==> src/rtl/dxl_pkg.sv <==
package dxl_pkg;
  // Space tag; codes 0..2 match the map register space field.
  typedef enum logic [1:0] {
    SPC_UNIFIED = 2'b00,
    SPC_INSN    = 2'b01,
    SPC_DATA    = 2'b10,
    SPC_NONE    = 2'b11
  } spc_e;
endpackage

==> src/rtl/dxl_map_regs.sv <==
module dxl_map_regs #(
  parameter int NUM_MAP    = 4,
  parameter int MAP_W      = 16,
  parameter int ADDR_W     = 16,
  parameter int MAP_BASE   = 'hFF08,
  parameter int ALIAS_ADDR = 'hFF04,
  parameter int ALIAS_IDX  = 2,
  parameter logic [NUM_MAP*MAP_W-1:0] RST_VALS = '0
) (
  input  logic                              clk,
  input  logic                              rst_n,
  input  logic                              wr_en,
  input  logic [ADDR_W-1:0]                 wr_addr,
  input  logic [MAP_W-1:0]                  wr_data,
  output logic [NUM_MAP-1:0][MAP_W-1:0]     map_q
);
  localparam logic [ADDR_W-1:0] ALIAS_A = ADDR_W'(ALIAS_ADDR);

  logic [NUM_MAP-1:0] hit;          // per-register write select
  logic               hit_any;
  logic [MAP_W-1:0]   regs_q [NUM_MAP];

  for (genvar n = 0; n < NUM_MAP; n++) begin : g_reg
    localparam logic [ADDR_W-1:0] HOME = ADDR_W'(MAP_BASE + 2 * n);
    localparam bit HAS_ALIAS = (n == ALIAS_IDX);

    assign hit[n] = wr_en && ((wr_addr == HOME) || (HAS_ALIAS && (wr_addr == ALIAS_A)));

    always_ff @(posedge clk or negedge rst_n) begin
      if (!rst_n) regs_q[n] <= RST_VALS[n*MAP_W +: MAP_W];
      else if (hit[n]) regs_q[n] <= wr_data;
    end

    assign map_q[n] = regs_q[n];

    // a write at the home address lands on the next edge
    a_r9_home_write: assert property (@(posedge clk) disable iff (!rst_n)
      (wr_en && (wr_addr == HOME)) |=> (map_q[n] == $past(wr_data)))
      else $error("a_r9_home_write reg %0d", n);
  end

  assign hit_any = |hit;

  // the shadow address loads the aliased register
  a_r10_alias_write: assert property (@(posedge clk) disable iff (!rst_n)
    (wr_en && (wr_addr == ALIAS_A)) |=> (map_q[ALIAS_IDX] == $past(wr_data)))
    else $error("a_r10_alias_write");

  // without a decoded write nothing changes
  a_r11_hold: assert property (@(posedge clk) disable iff (!rst_n)
    !hit_any |=> $stable(map_q))
    else $error("a_r11_hold");

  // at most one register is selected by any address
  a_r11_one_target: assert property (@(posedge clk) disable iff (!rst_n)
    $onehot0(hit))
    else $error("a_r11_one_target");

  // reset leaves the documented values
  a_r1_reset_vals: assert property (@(posedge clk) disable iff (!rst_n)
    $rose(rst_n) |-> (map_q == RST_VALS))
    else $error("a_r1_reset_vals");
endmodule

==> src/rtl/dxl_win_map.sv <==
module dxl_win_map #(
  parameter int OFF_W   = 14,
  parameter int WIN_W   = 2,
  parameter int SEG_W   = 10,
  parameter int PA_W    = 26,
  parameter int MAP_W   = 16,
  parameter int SPC_LSB = 12,
  parameter int WIN_IDX = 0
) (
  input  logic [MAP_W-1:0] map_word,
  input  logic [OFF_W-1:0] off,
  output logic [PA_W-1:0]  phys,
  output dxl_pkg::spc_e    spc,
  output logic             bad
);
  import dxl_pkg::*;

  // Segment-scaled placement used by unified and instruction space.
  function automatic logic [PA_W-1:0] f_flat(input logic [SEG_W-1:0] s, input logic [OFF_W-1:0] o);
    return (PA_W'(s) << OFF_W) + PA_W'(o);
  endfunction

  // On-chip data placement keeps the window position inside a 64 KB page.
  function automatic logic [PA_W-1:0] f_paged(input logic [SEG_W-1:0] s, input logic [OFF_W-1:0] o);
    return (PA_W'(s) << (OFF_W + WIN_W)) + PA_W'(WIN_IDX << OFF_W) + PA_W'(o);
  endfunction

  logic [SEG_W-1:0] seg;
  logic [1:0]       code;
  logic             unused_map_bits;

  assign seg  = map_word[SEG_W-1:0];
  assign code = map_word[SPC_LSB +: 2];
  assign unused_map_bits = ^{map_word[MAP_W-1:SPC_LSB+2], map_word[SPC_LSB-1:SEG_W]};

  always_comb begin
    phys = '0;
    spc  = SPC_NONE;
    bad  = 1'b0;
    case (code)
      2'b00: begin phys = f_flat(seg, off);  spc = SPC_UNIFIED; end
      2'b01: begin phys = f_flat(seg, off);  spc = SPC_INSN;    end
      2'b10: begin phys = f_paged(seg, off); spc = SPC_DATA;    end
      default: bad = 1'b1;
    endcase
  end
endmodule

==> src/rtl/dxl_io_map.sv <==
module dxl_io_map #(
  parameter int OFF_W   = 14,
  parameter int WIN_W   = 2,
  parameter int PA_W    = 26,
  parameter int MAP_W   = 16,
  parameter int PAGE_W  = 4,
  parameter int SUB_W   = 2,
  parameter int IO_BASE = 'hC000
) (
  input  logic [MAP_W-1:0] map_word,
  input  logic [OFF_W-1:0] off,
  output logic [PA_W-1:0]  phys
);
  localparam int NSUB = 1 << SUB_W;

  // Sub-window 0 uses the most significant nibble.
  function automatic logic [PAGE_W-1:0] f_page(input logic [MAP_W-1:0] m, input logic [SUB_W-1:0] s);
    logic [PAGE_W-1:0] pg;
    pg = '0;
    for (int k = 0; k < NSUB; k++)
      if (s == SUB_W'(k)) pg = m[MAP_W - PAGE_W*(k+1) +: PAGE_W];
    return pg;
  endfunction

  logic [SUB_W-1:0]  sub;
  logic [PAGE_W-1:0] page;

  assign sub  = off[OFF_W-1 -: SUB_W];
  assign page = f_page(map_word, sub);
  assign phys = (PA_W'(page) << (OFF_W + WIN_W)) + PA_W'(IO_BASE) + PA_W'(off);
endmodule

==> src/rtl/dxl_len_clip.sv <==
module dxl_len_clip #(
  parameter int OFF_W = 14
) (
  input  logic [OFF_W-1:0] off,
  input  logic [OFF_W:0]   req,
  input  logic             kill,
  output logic [OFF_W:0]   len
);
  localparam int LEN_W     = OFF_W + 1;
  localparam int WIN_BYTES = 1 << OFF_W;

  function automatic logic [LEN_W-1:0] f_clip(input logic [OFF_W-1:0] o, input logic [LEN_W-1:0] r);
    logic [LEN_W-1:0] room;
    room = LEN_W'(WIN_BYTES) - LEN_W'(o);
    return (r > room) ? room : r;
  endfunction

  assign len = kill ? '0 : f_clip(off, req);
endmodule

==> src/rtl/dxl_translator.sv <==
module dxl_translator #(
  parameter int LADDR_W    = 18,
  parameter int DADDR_W    = 16,
  parameter int OFF_W      = 14,
  parameter int SEG_W      = 10,
  parameter int PA_W       = 26,
  parameter int MAP_BASE   = 'hFF08,
  parameter int ALIAS_ADDR = 'hFF04,
  parameter int ALIAS_IDX  = 2,
  parameter logic [63:0] MAP_RST = 64'h0000_2000_2000_2000
) (
  input  logic               clk,
  input  logic               rst_n,
  input  logic               map_wr_en,
  input  logic [DADDR_W-1:0] map_wr_addr,
  input  logic [DADDR_W-1:0] map_wr_data,
  input  logic [LADDR_W-1:0] laddr,
  input  logic [OFF_W:0]     req_len,
  output logic [PA_W-1:0]    phys_addr,
  output logic [1:0]         space,
  output logic               fault,
  output logic [OFF_W:0]     xfer_len
);
  import dxl_pkg::*;

  localparam int WIN_W     = DADDR_W - OFF_W;
  localparam int NUM_WIN   = 1 << WIN_W;
  localparam int MAP_W     = DADDR_W;
  localparam int WIN_BYTES = 1 << OFF_W;

  logic [NUM_WIN-1:0][MAP_W-1:0] map_q;
  logic [WIN_W-1:0]              win;
  logic [OFF_W-1:0]              off;
  logic                          out_rng;
  logic [NUM_WIN-1:0][PA_W-1:0]  w_phys;
  spc_e                          w_spc [NUM_WIN];
  logic [NUM_WIN-1:0]            w_bad;

  assign win     = laddr[OFF_W +: WIN_W];
  assign off     = laddr[OFF_W-1:0];
  assign out_rng = |laddr[LADDR_W-1:DADDR_W];

  dxl_map_regs #(
    .NUM_MAP(NUM_WIN), .MAP_W(MAP_W), .ADDR_W(DADDR_W),
    .MAP_BASE(MAP_BASE), .ALIAS_ADDR(ALIAS_ADDR), .ALIAS_IDX(ALIAS_IDX),
    .RST_VALS(MAP_RST[NUM_WIN*MAP_W-1:0])
  ) u_regs (
    .clk(clk), .rst_n(rst_n), .wr_en(map_wr_en), .wr_addr(map_wr_addr),
    .wr_data(map_wr_data), .map_q(map_q)
  );

  // Ordinary windows decode space and segment; the last one is the I/O window.
  for (genvar w = 0; w < NUM_WIN; w++) begin : g_win
    if (w < NUM_WIN - 1) begin : g_std
      dxl_win_map #(
        .OFF_W(OFF_W), .WIN_W(WIN_W), .SEG_W(SEG_W), .PA_W(PA_W),
        .MAP_W(MAP_W), .WIN_IDX(w)
      ) u_map (
        .map_word(map_q[w]), .off(off), .phys(w_phys[w]), .spc(w_spc[w]), .bad(w_bad[w])
      );
    end else begin : g_io
      dxl_io_map #(
        .OFF_W(OFF_W), .WIN_W(WIN_W), .PA_W(PA_W), .MAP_W(MAP_W)
      ) u_io (
        .map_word(map_q[w]), .off(off), .phys(w_phys[w])
      );
      assign w_spc[w] = SPC_DATA;
      assign w_bad[w] = 1'b0;
    end
  end

  assign fault     = out_rng | w_bad[win];
  assign phys_addr = fault ? '0 : w_phys[win];
  assign space     = fault ? SPC_NONE : w_spc[win];

  dxl_len_clip #(.OFF_W(OFF_W)) u_clip (
    .off(off), .req(req_len), .kill(fault), .len(xfer_len)
  );

  // a fault carries no address, no space and no bytes
  a_r5_fault_zero: assert property (@(posedge clk) disable iff (!rst_n)
    fault |-> (xfer_len == '0 && phys_addr == '0 && space == SPC_NONE))
    else $error("a_r5_fault_zero");

  // a granted transfer stays inside the window
  a_r7_no_cross: assert property (@(posedge clk) disable iff (!rst_n)
    !fault |-> ((32'(off) + 32'(xfer_len)) <= 32'(WIN_BYTES)))
    else $error("a_r7_no_cross");

  // never more than requested
  a_r7_within_req: assert property (@(posedge clk) disable iff (!rst_n)
    xfer_len <= req_len)
    else $error("a_r7_within_req");

  // addresses past the last window fault
  a_r8_range: assert property (@(posedge clk) disable iff (!rst_n)
    out_rng |-> fault)
    else $error("a_r8_range");

  // the I/O window always resolves to on-chip data
  a_r6_io_data: assert property (@(posedge clk) disable iff (!rst_n)
    (!out_rng && win == WIN_W'(NUM_WIN - 1)) |-> (!fault && space == SPC_DATA))
    else $error("a_r6_io_data");
endmodule

==> config.mk <==
export PLATFORM = sky130hd
export DESIGN_NAME = dxl_translator
export DESIGN_NICKNAME = d
export VERILOG_FILES = /design/src/rtl/dxl_pkg.sv /design/src/rtl/dxl_map_regs.sv /design/src/rtl/dxl_win_map.sv /design/src/rtl/dxl_io_map.sv /design/src/rtl/dxl_len_clip.sv /design/src/rtl/dxl_translator.sv
export SDC_FILE = /design/constraint.sdc
export NUM_CORES = 1
export LEC_CHECK = 0
export ABC_AREA = 1
export CAP_MARGIN = 20
export CORE_MARGIN = 2
export CORE_UTILIZATION = 25
export DETAILED_ROUTE_END_ITERATION = 7
export DONT_BUFFER_PORTS = 1
export GPL_TIMING_DRIVEN = 0
export REMOVE_ABC_BUFFERS = 1
export SYNTH_ARGS = -nofsm -noshare
export SYNTH_HDL_FRONTEND = slang
export SYNTH_HIERARCHICAL = 1
export SYNTH_SLANG_ARGS = --single-unit
export TNS_END_PERCENT = 10
==> constraint.sdc <==
create_clock -name clk -period 2.6 [get_ports clk]
set_input_delay 0.39 -clock clk [delete_from_list [all_inputs] [get_ports clk]]
set_output_delay 0.39 -clock clk [all_outputs]
set_load 0.05 [all_outputs]
======== After elaboration in Yosys (flattened, before gate mapping) ========
Cells that the tools add are included.
cells by class
  muxes and demuxes ....................... 24
  eq/ne operators ......................... 14
  reduce and logical (&&, ||, !) cells .... 16
  order comparisons ....................... 3
  bitwise operators ....................... 2
  $add $sub $neg .......................... 11
operators with widths
  operator                  number
  $pmux W26 S2              3
  $add A26 B14 Y26          4
  $eq A16 B16 Y1 const B    5
  $add A24 B14 Y25          3
  $bmux W26 S2              1
  $mux W26                  2
  $mux W15                  2
  $add A26 B15 Y26 const B  1
  $add A26 B16 Y26 const B  1
  $add A20 B16 Y21 const B  1
  $pmux W2 S3               3
  $mux W4                   4
  $gt A15 B15 Y1            1
  $sub A15 B14 Y15 const A  1
  $eq A2 B2 Y1 const B      5
  $reduce_or A3 Y1          3
  $eq A2 B1 Y1 const B      4
  $logic_not A2 Y1          4
  $reduce_or A2 Y1          4
  $mux W2                   3
  $bmux W2 S2               1
  $logic_and A1 B1 Y1       4
  $mux W1                   4
  $ge A3 B3 Y1 const B      1
  other kinds (5)           5
word-level totals
  output and inout bits ................... 44
  bits of input ports ..................... 68
  logic and storage cells ................. 74
  bits in registers ....................... 58

======== Longest topological paths before layout ========
Gate-level depths: netlist of run 1.
  depth after elaboration ................. 10
  gate-level depth with buffers ........... 21
  mapped depth without buffers ............ 20

======== Modules after synthesis ========
The synthesis of run 1 kept the hierarchy.
by module, submodules not included
  module                                   area each (sq um)  seq. area each (sq um)  cells each  times used
  dxl_map_regs                             2982.9             1605.3                  307         1
  dxl_translator                           1732.9             0.0                     384         1
  dxl_len_clip                             1119.8             0.0                     218         1
  dxl_win_map at g_win[1].g_std.u_map ...  282.8              0.0                     69          2
  dxl_io_map                               314.1              0.0                     49          1
  dxl_win_map at g_win[0].g_std.u_map      280.3              0.0                     69          1

======== Least setup slack after synthesis of run 1 ========
Ideal clock, no wire load.
  path kind ............................... input -> output
  start point ............................. input port laddr[0]
  end point ............................... output port xfer_len[7]
  data required time ...................... 2.210 ns
  stages .................................. 20
  path slack .............................. -0.765 ns
  path buffers ............................ 1
  arrival ................................. 2.975 ns
  path through ............................ inv_1 > ha_1 > nand2_1 > nor2_1 > inv_1 > nor2_1 > nor2_1 > nor2_1 > inv_1 > ha_1 > nand2_1 > nand2_1 > nand2_1 > nand2_1 > a21oi_1 > nand2_4 > nand2_4 > buf_6 > nor2_1 > nor2_1
on the way
  word-level cells in the longest chain between the ends .. 4
ends and longest elaborated chain
  element               RTL line              text
  start, declared       dxl_translator.sv:17  input logic [LADDR_W-1:0] laddr,
  $sub A15 B14 Y15 (*)  dxl_len_clip.sv:14    room = LEN_W'(WIN_BYTES) - LEN_W'(o);
  $gt A15 B15 Y1        dxl_len_clip.sv:15    return (r > room) ? room : r;
  $mux W15 (*)          dxl_len_clip.sv:15
  $mux W15 (*)          dxl_len_clip.sv:18    assign len = kill ? '0 : f_clip(off, req);
  end, declared         dxl_translator.sv:22  output logic [OFF_W:0] xfer_len
Every way passes the cells marked *; elsewhere a longest branch is shown, timed or not.

======== Worst setup path after layout of run 1 ========
  start point ............................. input port laddr[0]
  end point ............................... output port xfer_len[8]
Same word-level chain as after synthesis.

==> results by group, run 1 <==
Outcome
  – Failing checks: setup timing
  – Run status: finished with violations

CTS
  – Worst-Skew Late Latency: 0.28 ns
  – Clock slew at reported path FFs: 0.06 ns
  – Clock buffer count from CTS: 5
  – CTS tree: built
  – Clock Path Buffers: 2
  – CTS Sinks: 52
  – CTS Root Cell: clkbuf_16
  – H-tree levels: 2

Die
  – Initial core utilization: 25.3%
  – Die width: 166 um
  – IO Pins: 112
  – Core area: 25800 um^2
  – Die Ht: 166 um
  – Rows: 59
  – Die area: 27400 um^2

Layout
  – Max reg flops: 52
  – Multi-input logic area: 4100 um^2
  – Fillers: 2877
  – ANT cells: 0
  – Register area: 1310 um^2
  – Share of cells above drive strength 1: 17.2%
  – Layout area overhead: 10.7%
  – Nets: 1166

Run
  – MaxCap Viol Count: 0

Routing
  – Detailed-route via count: 6270
  – ANT nets after route: 0
  – Final wirelength: 18900 um
  – Drt pass-1 iters: 5
  – 1st-iter DRT viols: 494
  – Vias per cell: 4.42
  – Number of remaining DRC errors: 0
  – Drt wl/cell: 13.3 um

Hold path
  – Worst hold stages: 2
  – Hold Crit Class: in -> reg
  – Hold_sp: map_wr_data[13]
  – Endpoint, Worst Hold: u_regs/map_q[29]

Worst setup path
  – Worst R2R Start: u_regs/map_q[45]
  – Critical path data required time: 2.21 ns
  – Worst EP arrival: 2.70 ns
  – Worst R2R Setup Slack: 1.65 ns
  – CP Launch Type: input port
  – R2R depth: 2
  – Crit Path Category: in -> out
  – CP Capture Type: output port
  – Reg-to-Reg End: u_regs/map_q[45]
  – Maximum fanout along the worst path: 6

Synthesis
  – Syn Inst Count: 1117
  – Synth warn: 6
  – Synth Area per Inst: 5.85 um^2
  – Mapped cell area: 6530 um^2

GRT
  – Number of global-route vias before repair: 5791
  – Largest net degree at the start of global routing: 58
  – Total grt overflow: 0
  – First-pass GRT wire length: 31000 um
  – All-Layer GR Usage: 13.5%
  – Antenna violations before repair: 0

STA
  – Final hold vios: 0
  – Worst-margin pin slew: 0.826 ns
  – Fmax: 0.324 GHz
  – Fin crit period: 3.09 ns
  – Final setup TNS: -6.88 ns
  – Relative slew slack: 44.9%
  – Final worst slack: -0.488 ns
  – Fin Clk Skew: 0 ns
  – # setup viols final: 15
  – Period utilisation layout: 119%
  – RSZ-0062 raised after global routing: yes
  – Fin. max-slew vios: 0

Pwr
  – Total design power: 0.00228 W
  – P per Cell Area: 316 nW/um^2
  – VDD IR-drop max: 431 uV
  – LEAKAGE: 3.96 nW

Placement
  – Global placement routability congestion: 0.847
  – Hpwl dp: 12800 um
  – Port bufs: 0
worst max-delay path, cell delays in order:
cell,delay [ns]
clkinvlp_4,0.09
ha_4,0.16
nand4_1,0.15
nor2_2,0.15
buf_4,0.13
nand2_1,0.06
nand2_2,0.10
ha_4,0.21
buf_4,0.13
a21oi_2,0.13
nand2_2,0.08
a21oi_4,0.24
nand2_4,0.16
nand2_4,0.15
nor2_2,0.07
nor2_4,0.29
final cells by class:
class / count / share of cell area, %
clock buffers: 7 / 2.11
multi-input cells: 741 / 56.7
clock inverters: 1 / 0.416
flip-flops and latches: 52 / 18.1
repair buffers: 27 / 3.22
well taps: 335 / 5.80
inverters: 255 / 13.6
per-layer routing:
layer / part of all wire (%) / global-route usage [%]
met5: 0 / 0
met4: 0.94 / 2.27
met3: 7.1 / 2.49
met2: 46 / 22.7
met1: 46 / 18.4
cell usage in the layout (no fill, tap or decap), types with 13 or more instances in the layout:
| cell type | instances |
|---|---|
| nor2_1 | 66 |
| dfrtp_1 | 49 |
| nand2_2 | 22 |
| nand2_1 | 359 |
| nor2_4 | 34 |
| nand3_1 | 95 |
| buf_4 | 23 |
| nor2_2 | 30 |
| inv_2 | 13 |
| nand4_1 | 60 |
| inv_1 | 230 |
report_power, final:
part	internal (W)	switching, W	total [W]
Combinational	0.000204	0.000479	0.000683
Sequential	0.000809	0.000000374	0.000809
Clock	0.000507	0.000284	0.000791
worst max path at each step:
| stage | start | end | cells past startpoint |
|---|---|---|---|
| after floorplan | laddr[0] | xfer_len[11] | 19 |
| after global placement | laddr[0] | xfer_len[11] | 19 |
| after detailed placement | laddr[0] | xfer_len[7] | 19 |
| after CTS | laddr[0] | xfer_len[7] | 19 |
| after global routing | laddr[0] | xfer_len[1] | 15 |
| final | laddr[0] | xfer_len[8] | 16 |
what timing repair did:
item	4_1_cts	5_1_grt
endpoints found under the setup margin	43	31
resized for setup	102	14
pin swaps	37	23
endpoints found under the hold margin	52	0
hold buffers	2	0
buffers inserted	18	7
gates cloned	6	0
metrics by stage:
step	setup WS (ns)	util (%)	instance area (um^2)	hold WS, ns	std cells
finish	-0.488	28.0	7230	0.225	1418
global route	-0.609	28.0	7230	0.216	1418
CTS	-0.408	27.5	7110	0.225	1411
detailed placement	-1.18	24.3	6280	0.0974	1377
global placement	-1.19	24.3	6280	0.0977	1377
floorplan	-0.754	-	5860	0.0944	1042
No activity file was read; power rests on OpenSTA's default activity.
==> inputs of run 2 (changes only) <==
--- a/config.mk
+++ b/config.mk
@@ -9,6 +9,7 @@
 export CAP_MARGIN = 20
 export CORE_MARGIN = 2
 export CORE_UTILIZATION = 25
+export CTS_BUF_LIST = sky130_fd_sc_hd__clkbuf_16
 export DETAILED_ROUTE_END_ITERATION = 7
 export DONT_BUFFER_PORTS = 1
 export GPL_TIMING_DRIVEN = 0
==> results by group, run 2 (synthesis gave the netlist of run 1 again) <==
Outcome
  – Run status: finished with violations
  – Failing checks: setup timing

STA
  – Fmax: 0.323 GHz
  – # setup viols final: 15
  – Fin. max-slew vios: 0
  – Worst-margin pin slew: 0.830 ns
  – Final worst slack: -0.496 ns
  – Hold WS: 0.227 ns
  – Fin crit period: 3.10 ns
  – RSZ-0062 raised after global routing: yes
  – Relative slew slack: 44.6%
  – Final hold vios: 0
  – Period utilisation layout: 119%
  – Fin Clk Skew: 0 ns

GRT
  – Met3 Use GR: 2.49%
  – Number of global-route vias before repair: 5783
  – Total grt overflow: 0
  – All-Layer GR Usage: 13.6%
  – Antenna violations before repair: 0
  – Met2 Use GR: 22.7%
  – First-pass GRT wire length: 31100 um
  – Most Used Layer, Global Route: met2
  – Largest net degree at the start of global routing: 58
  – Met1 Use GR: 18.5%

Layout
  – ANT cells: 0
  – Final Cell Area: 7210 um^2
  – Most frequent cells in the layout: nand2_1 (359), inv_1 (230), nand3_1 (95), nor2_1 (66), nand4_1 (60)
  – Fillers: 2880
  – Layout area overhead: 10.3%
  – Max reg flops: 52
  – Share of cells above drive strength 1: 17.0%
  – Nets: 1166
  – Post-route insts no fill: 1418
  – Most common library cell in the layout ignoring fill and taps: nand2_1

Worst setup path
  – Critical path data required time: 2.21 ns
  – Crit Path Category: in -> out
  – Maximum fanout along the worst path: 6
  – R2R depth: 2
  – CP Launch Type: input port
  – Worst EP arrival: 2.71 ns
  – CP Capture Type: output port
  – CP max stage cell: nor2_4
  – Slowest Stage Delay on Critical Path: 0.29 ns
  – Cell Chain, Critical Path: clkinvlp_4 > ha_4 > nand4_1 > nor2_2 > buf_4 > nand2_1 > nand2_2 > ha_4 > buf_4 > a21oi_2 > nand2_2 > a21oi_4 > nand2_4 > nand2_4 > nor2_2 > nor2_4

Pwr
  – P per Cell Area: 307 nW/um^2
  – LEAKAGE: 3.95 nW
  – VDD IR-drop max: 421 uV

Die
  – Die Ht: 166 um
  – Core area: 25800 um^2
  – IO Pins: 112
  – Die width: 166 um
  – Rows: 59
  – Die area: 27400 um^2
  – Initial core utilization: 25.3%

Routing
  – Drt wl/cell: 13.3 um
  – Drt pass-1 iters: 7
  – Vias per cell: 4.44
  – 1st-iter DRT viols: 495
  – ANT nets after route: 0
  – Final wirelength: 18900 um
  – Detailed-route via count: 6301
  – Number of remaining DRC errors: 0

CTS
  – Worst-Skew Late Latency: 0.28 ns
  – CTS tree: built
  – Clock slew at reported path FFs: 0.06 ns
  – H-tree levels: 2
  – CTS Sinks: 52
  – CTS Root Cell: clkbuf_16
  – Clock Path Buffers: 2
  – Clock buffer count from CTS: 5

Placement
  – Port bufs: 0
  – Cells after DPL: 1377
  – Cell Area, Placed: 6280 um^2
  – Global placement routability congestion: 0.847
  – Hpwl dp: 12800 um

Run
  – MaxCap Viol Count: 0

Hold path
  – Worst hold stages: 2
  – Hold Crit Class: in -> reg
run 2: where the power goes:
group / internal (W) / switching [W] / total, W
Combinational: 0.000204 / 0.000479 / 0.000683
Sequential: 0.000809 / 0.000000379 / 0.000810
Clock: 0.000448 / 0.000275 / 0.000722
Total: 0.00146 / 0.000754 / 0.00222
run 2: what timing repair did:
action,4_1_cts,5_1_grt
buffers inserted,18,7
hold buffers,2,0
cloned,6,0
endpoints found under the hold margin,52,0
setup endpoints to repair,43,31
pin swaps,37,23
gates resized for setup,102,14
run 2: worst max-delay path, delay by kind of cell:
kind	cells	cell delay, ns
adders and majority gates	2	0.37
AOI/OAI and AO/OA	2	0.37
buffers and inverters	3	0.35
and+or+nand+nor	9	1.21
run 2: final cells by class:
class                           instances  area, um^2  share of cell area, %
Multi-Input combinational cell        741        4100                   56.9
Sequential cell                        52        1310                   18.2
Inverter                              255         982                   13.6
Tap cell                              335         419                   5.82
Timing Repair Buffer                   27         233                   3.23
Clock buffer                            5         125                   1.74
Clock inverter                          3        37.5                  0.521
run 2: routing by layer:
metal / part of all wire, % / vias up
met2: 46 / 210
met3: 6.9 / 14
met1: 46 / 2846
met5: 0 / -
li1: - / 3231
met4: 1.0 / 0
run 2: stage by stage:
stage,TNS (ns),util [%],power [W],setup WS [ns]
after floorplan,-10.70,-,0.00128,-0.754
after global placement,-21.14,24.3,0.00135,-1.19
after detailed placement,-21.53,24.3,0.00135,-1.18
after CTS,-6.05,27.4,0.00221,-0.408
after global routing,-9.00,27.9,0.00235,-0.609
final,-7.01,27.9,0.00222,-0.496
run 2: path summary, 6_finish.rpt:
check	start	end	slack, ns
setup / recovery	laddr[0]	xfer_len[8]	-0.50
hold / removal	map_wr_data[13]	u_regs/map_q[29]	0.23
setup reg to reg	u_regs/map_q[45]	u_regs/map_q[45]	1.65
hold reg to reg	u_regs/map_q[50]	u_regs/map_q[50]	0.48
max in group asynchronous	rst_n	u_regs/map_q[45]	1.70
min in group asynchronous	rst_n	u_regs/map_q[8]	0.60
